===== config.mk =====
export PLATFORM = sky130hd
export DESIGN_NAME = nv_store_seq
export DESIGN_NICKNAME = d
export VERILOG_FILES = /design/src/rtl/nvs_pkg.sv /design/src/rtl/unlock_tracker.sv /design/src/rtl/store_timer.sv /design/src/rtl/nv_store_seq.sv
export SDC_FILE = /design/constraint.sdc
export NUM_CORES = 1
export LEC_CHECK = 0
export BUFFER_PORTS_ARGS = -buffer_cell sky130_fd_sc_hd__buf_4
export CORE_MARGIN = 2
export CORE_UTILIZATION = 45
export DETAILED_ROUTE_END_ITERATION = 7
export PLACE_DENSITY = 0.72
export SETUP_SLACK_MARGIN = 0.1
export SYNTH_ARGS = -nofsm -noshare
export SYNTH_HDL_FRONTEND = slang
export SYNTH_HIERARCHICAL = 1
export SYNTH_SLANG_ARGS = --single-unit
export TNS_END_PERCENT = 5

===== constraint.sdc =====
create_clock -name clk -period 4.82 [get_ports clk]
set_clock_uncertainty 0.1 [all_clocks]
set_input_delay 0.964 -clock clk [delete_from_list [all_inputs] [get_ports clk]]
set_output_delay 0.964 -clock clk [all_outputs]
set_load 0.01 [all_outputs]

===== src/rtl/nvs_pkg.sv =====
package nvs_pkg;

  localparam int UNLOCK_ADDR_W = 13;
  localparam int UNLOCK_STEPS  = 6;
  localparam int STEP_W        = $clog2(UNLOCK_STEPS);

  typedef enum logic [1:0] {
    PH_IDLE  = 2'd0,
    PH_ERASE = 2'd1,
    PH_PROG  = 2'd2
  } store_phase_t;

  // Expected address for each step of the unlock sequence (order is behaviour).
  function automatic logic [UNLOCK_ADDR_W-1:0] unlock_addr(input int idx);
    logic [UNLOCK_ADDR_W-1:0] a;
    case (idx)
      0:       a = 13'h0000;
      1:       a = 13'h1555;
      2:       a = 13'h0AAA;
      3:       a = 13'h1FFF;
      4:       a = 13'h10F0;
      5:       a = 13'h0F0F;
      default: a = 13'h0000;
    endcase
    return a;
  endfunction

endpackage


===== src/rtl/unlock_tracker.sv =====
module unlock_tracker #(
  parameter int ADDR_W = nvs_pkg::UNLOCK_ADDR_W,
  parameter int NSTEP  = nvs_pkg::UNLOCK_STEPS
) (
  input  logic              clk,
  input  logic              rst,
  input  logic              acc_stb,
  input  logic [ADDR_W-1:0] acc_addr,
  input  logic              acc_wr,
  input  logic              hold,
  output logic              seq_done
);
  localparam int SW = $clog2(NSTEP);

  logic [NSTEP-1:0] hit;
  logic [SW-1:0]    step_q, step_d;
  logic             expect_hit;

  // One comparator per sequence position.
  for (genvar i = 0; i < NSTEP; i++) begin : g_cmp
    assign hit[i] = (acc_addr == ADDR_W'(nvs_pkg::unlock_addr(i)));
  end

  always_comb begin
    expect_hit = 1'b0;
    for (int k = 0; k < NSTEP; k++) begin
      if (step_q == SW'(k)) expect_hit = hit[k];
    end
  end

  always_comb begin
    step_d   = step_q;
    seq_done = 1'b0;
    if (acc_stb && !hold) begin
      if (acc_wr) begin
        step_d = '0;
      end else if (expect_hit) begin
        if (step_q == SW'(NSTEP-1)) begin
          seq_done = 1'b1;
          step_d   = '0;
        end else begin
          step_d = step_q + SW'(1);
        end
      end else if (hit[0]) begin
        step_d = SW'(1);
      end else begin
        step_d = '0;
      end
    end
  end

  always_ff @(posedge clk) begin
    if (rst) step_q <= '0;
    else     step_q <= step_d;
  end

  // a write strobe outside a store leaves the step at 0
  a_r4_write_clears: assert property (@(posedge clk) disable iff (rst)
    (acc_stb && acc_wr && !hold) |=> (step_q == '0));

  // any read of the first unlock address parks the step at 1
  a_r5_zero_read_restarts: assert property (@(posedge clk) disable iff (rst)
    (acc_stb && !acc_wr && !hold && acc_addr == '0) |=> (step_q == SW'(1)));

  // the step is frozen during a store
  a_r6_hold_freezes: assert property (@(posedge clk) disable iff (rst)
    hold |=> $stable(step_q));

  // no strobe, no step movement
  a_r9_no_stb_no_move: assert property (@(posedge clk) disable iff (rst)
    !acc_stb |=> $stable(step_q));

endmodule


===== src/rtl/store_timer.sv =====
module store_timer #(
  parameter int ERASE_CYC = 40,
  parameter int PROG_CYC  = 60
) (
  input  logic clk,
  input  logic rst,
  input  logic start,
  output logic busy,
  output logic erase,
  output logic prog
);
  import nvs_pkg::*;

  localparam int MAXC  = (ERASE_CYC > PROG_CYC) ? ERASE_CYC : PROG_CYC;
  localparam int CNT_W = $clog2(MAXC + 1);

  store_phase_t     ph_q;
  logic [CNT_W-1:0] cnt_q;
  logic             busy_q, erase_q, prog_q;

  always_ff @(posedge clk) begin
    if (rst) begin
      ph_q    <= PH_IDLE;
      cnt_q   <= '0;
      busy_q  <= 1'b0;
      erase_q <= 1'b0;
      prog_q  <= 1'b0;
    end else begin
      case (ph_q)
        PH_IDLE: begin
          if (start) begin
            ph_q    <= PH_ERASE;
            cnt_q   <= CNT_W'(ERASE_CYC - 1);
            busy_q  <= 1'b1;
            erase_q <= 1'b1;
          end
        end
        PH_ERASE: begin
          if (cnt_q == '0) begin
            ph_q    <= PH_PROG;
            cnt_q   <= CNT_W'(PROG_CYC - 1);
            erase_q <= 1'b0;
            prog_q  <= 1'b1;
          end else begin
            cnt_q <= cnt_q - CNT_W'(1);
          end
        end
        PH_PROG: begin
          if (cnt_q == '0) begin
            ph_q   <= PH_IDLE;
            prog_q <= 1'b0;
            busy_q <= 1'b0;
          end else begin
            cnt_q <= cnt_q - CNT_W'(1);
          end
        end
        default: ph_q <= PH_IDLE;
      endcase
    end
  end

  assign busy  = busy_q;
  assign erase = erase_q;
  assign prog  = prog_q;

  // phases exclusive
  a_r8_phase_exclusive: assert property (@(posedge clk) disable iff (rst)
    !(erase_q && prog_q));

  // busy is exactly the union of the phases
  a_r8_busy_union: assert property (@(posedge clk) disable iff (rst)
    busy_q == (erase_q || prog_q));

  // erase hands over straight to program
  a_r2_erase_to_prog: assert property (@(posedge clk) disable iff (rst)
    $fell(erase_q) |-> prog_q);

  // program is only entered from erase
  a_r2_prog_after_erase: assert property (@(posedge clk) disable iff (rst)
    $rose(prog_q) |-> $past(erase_q));

  initial begin
    a_r2_params_positive: assert (ERASE_CYC >= 1 && PROG_CYC >= 1);
  end

endmodule


===== src/rtl/nv_store_seq.sv =====
module nv_store_seq #(
  parameter int ADDR_W    = nvs_pkg::UNLOCK_ADDR_W,
  parameter int ERASE_CYC = 40,
  parameter int PROG_CYC  = 60
) (
  input  logic              clk,
  input  logic              rst,
  input  logic              acc_stb,
  input  logic [ADDR_W-1:0] acc_addr,
  input  logic              acc_wr,
  output logic              store_busy,
  output logic              erase_phase,
  output logic              program_phase
);
  logic seq_done;
  logic busy_w;

  unlock_tracker #(
    .ADDR_W (ADDR_W),
    .NSTEP  (nvs_pkg::UNLOCK_STEPS)
  ) u_track (
    .clk      (clk),
    .rst      (rst),
    .acc_stb  (acc_stb),
    .acc_addr (acc_addr),
    .acc_wr   (acc_wr),
    .hold     (busy_w),
    .seq_done (seq_done)
  );

  store_timer #(
    .ERASE_CYC (ERASE_CYC),
    .PROG_CYC  (PROG_CYC)
  ) u_timer (
    .clk   (clk),
    .rst   (rst),
    .start (seq_done),
    .busy  (busy_w),
    .erase (erase_phase),
    .prog  (program_phase)
  );

  assign store_busy = busy_w;

  // completion is visible as busy+erase on the next cycle
  a_r1_start_visible: assert property (@(posedge clk) disable iff (rst)
    seq_done |=> (store_busy && erase_phase));

  // no completion is reported during a store
  a_r6_no_restart: assert property (@(posedge clk) disable iff (rst)
    store_busy |-> !seq_done);

endmodule


==> flow_summary_export.csv <==
group,metric,value,unit
route,ant_nets,0,
synthesis,postSynthAreaPerCell,8.29,µm²
placement,gp_congestion,0.822,
finish,layout-drive-gt1-share,0.238,
route,routed_wirelength,2.38,mm
floorplanning,die_w,53.3,µm
route,dr.first_iter.drc_count,16,
timing,slew_headroom,0.588,
grt,grt_pass1_wl,4.19,mm
worst_setup_path,critPathMaxFanout,12,
synthesis,synth_area_leader_cell,"dfxtp_1",
placement,port_buffers,19,
synthesis,synth_nets,156,
clocking,postCtsHoldBufs,0,
timing,post-route-min-period,2.75,ns
worst_setup_path,critical_path_arrival,2.83,ns
synthesis,seq_area_frac_synth,0.256,
synthesis,ys_warn_count,6,
flow_run,maxCapViolations,0,
finish,final_net_count,176,
synthesis,synth-edff-count,0,
timing,setup_viol,0,
power_and_ir_drop,powerDensity,297,nW/µm²
route,num_vias,1041,
clocking,h-tree-depth,1,
power_and_ir_drop,total_power,0.380,mW
synthesis,ys_top_cells_by_area,"dfxtp_1, ha_1, nor2_1",
route,wire_per_inst,13.3,µm
route,firstDrtPassIters,4,
synthesis,synth-seq-cells,14,
route,drc_errors,0,
route,via_per_inst,5.82,
worst_setup_path,crit_path_start,"acc_addr[4]",
synthesis,synthDistinctLibCells,46,
finish,antennaDiodeCount,0,
placement,dp_cells,175,
timing,fmax,364,MHz
synthesis,synth_flop_cell,"dfxtp_1",
floorplanning,ios,20,
clocking,cts_buffers,3,
worst_setup_path,startpoint_type,"input port",
floorplanning,dieArea,2840,µm²
timing,rsz0062_at_grt,"false",
floorplanning,start_util,0.486,
floorplanning,coreArea,2250,µm²
synthesis,syn-cell-area,1090,µm²
worst_setup_path,required,4.91,ns
placement,dp_hpwl,1.89,mm
power_and_ir_drop,p_leak,0.451,nW
timing,worst_pin_slew,0.619,ns
finish,area_growth,17.0,%
finish,final_core_util,0.568,
clocking,numClockSinks,14,
synthesis,synthArstFlopShare,0,
clocking,worstSkewPairLatency,0.29,ns
floorplanning,fp.dieH,53.3,µm
timing,finalCritPeriodShare,0.570,
grt,antenna_found_initial,0,
finish,final_cells,179,
timing,maxSlewViolCount,0,
finish,nFillCells,235,
clocking,cts_tree,"done",
grt,grt_usage,0.198,
power_and_ir_drop,ir_drop,192,µV
synthesis,synth.top_cell.area_share,0.256,
worst_setup_path,r2r_start,"u_track/step_q[0]",
run_status,status,"completed",
clocking,cts_setup_buffers,0,
hold_path,min_from,"u_timer/prog",
hold_path,hp-class,"flop to flop",
grt,grt_max_degree,16,
synthesis,synthCells,132,
timing,hold_viol,0,
clocking,cts_buffer_depth,2,
floorplanning,rows,17,
worst_setup_path,critPathCaptureType,"flop",
clocking,clk_pin_slew,0.08,ns
timing,setup_tns,0,ns
clocking,cts_resized,0,
clocking,cts-root-buf,"clkbuf_4",
worst_setup_path,crit_type,"input port to flop",
grt,grt_pass1_vias,1002,
grt,gr-total-overflow,0,
cell families (layout without fill, tap and decap cells):
logic type      count (synthesis)  after routing  synth area share
compound gates                 39             39             0.278
fa+ha+maj                       7              7            0.0800
buf+inv                        11             30            0.0491
flops                          14             14             0.256
mux                             2              2            0.0183
simple gates                   59             59             0.319
Yosys cell counts, types with 2 or more instances:
library cell	number
a211oi_1	3
a211oi_2	3
a21o_1	2
a21oi_1	8
a311oi_1	2
and2_1	2
dfxtp_1	14
ha_1	7
inv_1	7
mux2i_1	2
nand2_1	6
nand2b_1	4
nand4_1	3
nor2_1	20
nor2b_1	4
nor3_1	5
nor4_1	2
o21ai_0	8
o21bai_1	2
or4_1	2
worst max-delay path: stages:
cell and delay [ns]:
buf_4 0.12, or4_1 0.51, nor2_1 0.13, nor2b_1 0.13, a311oi_4 0.60, nor2_1 0.09, a311oi_1 0.28
per-stage QoR:
step	instance area, µm²	worst slack, ns	hold WS (ns)
after global placement	1240	1.87	0.396
after floorplan	1090	2.17	0.382
after global routing	1280	1.88	0.427
final	1280	2.07	0.402
after detailed placement	1240	1.73	0.393
after CTS	1280	2.05	0.405
report_power, final:
group          internal (mW)  switching [mW]  leakage [nW]
Combinational         0.0674          0.0861         0.317
Clock                 0.0460          0.0404        0.0210
Sequential             0.127          0.0136         0.113
Total                  0.240           0.140         0.451
path summary, 6_finish.rpt:
check	end	slack, ns	cells past startpoint
worst min register to register	u_timer/prog	0.40	2
worst max-delay path	u_timer/cnt_q[2]	2.07	7
worst min-delay path	u_timer/prog	0.40	2
worst max register to register	u_timer/cnt_q[2]	2.47	8
sequential cells by signal, summed over array words and instances, names as in the netlist:
signal,count
u_timer/ph_q,2
u_timer/busy,1
u_timer/cnt_q,6
u_timer/prog,1
u_timer/erase,1
u_track/step_q,3
routing by layer:
| layer | vias to the layer above | routed length (µm) | global-route usage |
|---|---|---|---|
| li1 | 526 | - | - |
| met1 | 494 | 1020 | 0.229 |
| met2 | 19 | 1280 | 0.362 |
| met3 | 2 | 61 | 0.0254 |
| met4 | 0 | 14 | 0.0769 |
| met5 | - | 0 | 0 |
cell type report:
cell class                 count  area (µm²)  area share
multi-input combinational    107         761       0.594
sequential                    14         280       0.219
timing repair buffer          19         143       0.111
clock buffer                   4        36.3      0.0283
tap                           28        35.0      0.0273
inverter                       7        26.3      0.0205
cells in the final DEF, fill, tap and decap left out, types with 2 or more instances in the layout:
| cell | n |
|---|---|
| nor4_1 | 2 |
| a21oi_1 | 8 |
| dfxtp_1 | 14 |
| mux2i_1 | 2 |
| a211oi_1 | 3 |
| a211oi_2 | 3 |
| nor2b_1 | 4 |
| nor2_1 | 20 |
| nand4_1 | 3 |
| a311oi_1 | 2 |
| ha_1 | 7 |
| nor3_1 | 5 |
| a21o_1 | 2 |
| and2_1 | 2 |
| buf_4 | 19 |
| nand2_1 | 6 |
| inv_1 | 7 |
| nand2b_1 | 4 |
| o21ai_0 | 8 |
| o21bai_1 | 2 |
| clkbuf_4 | 3 |
| or4_1 | 2 |
(Power assumes the default switching activity.)
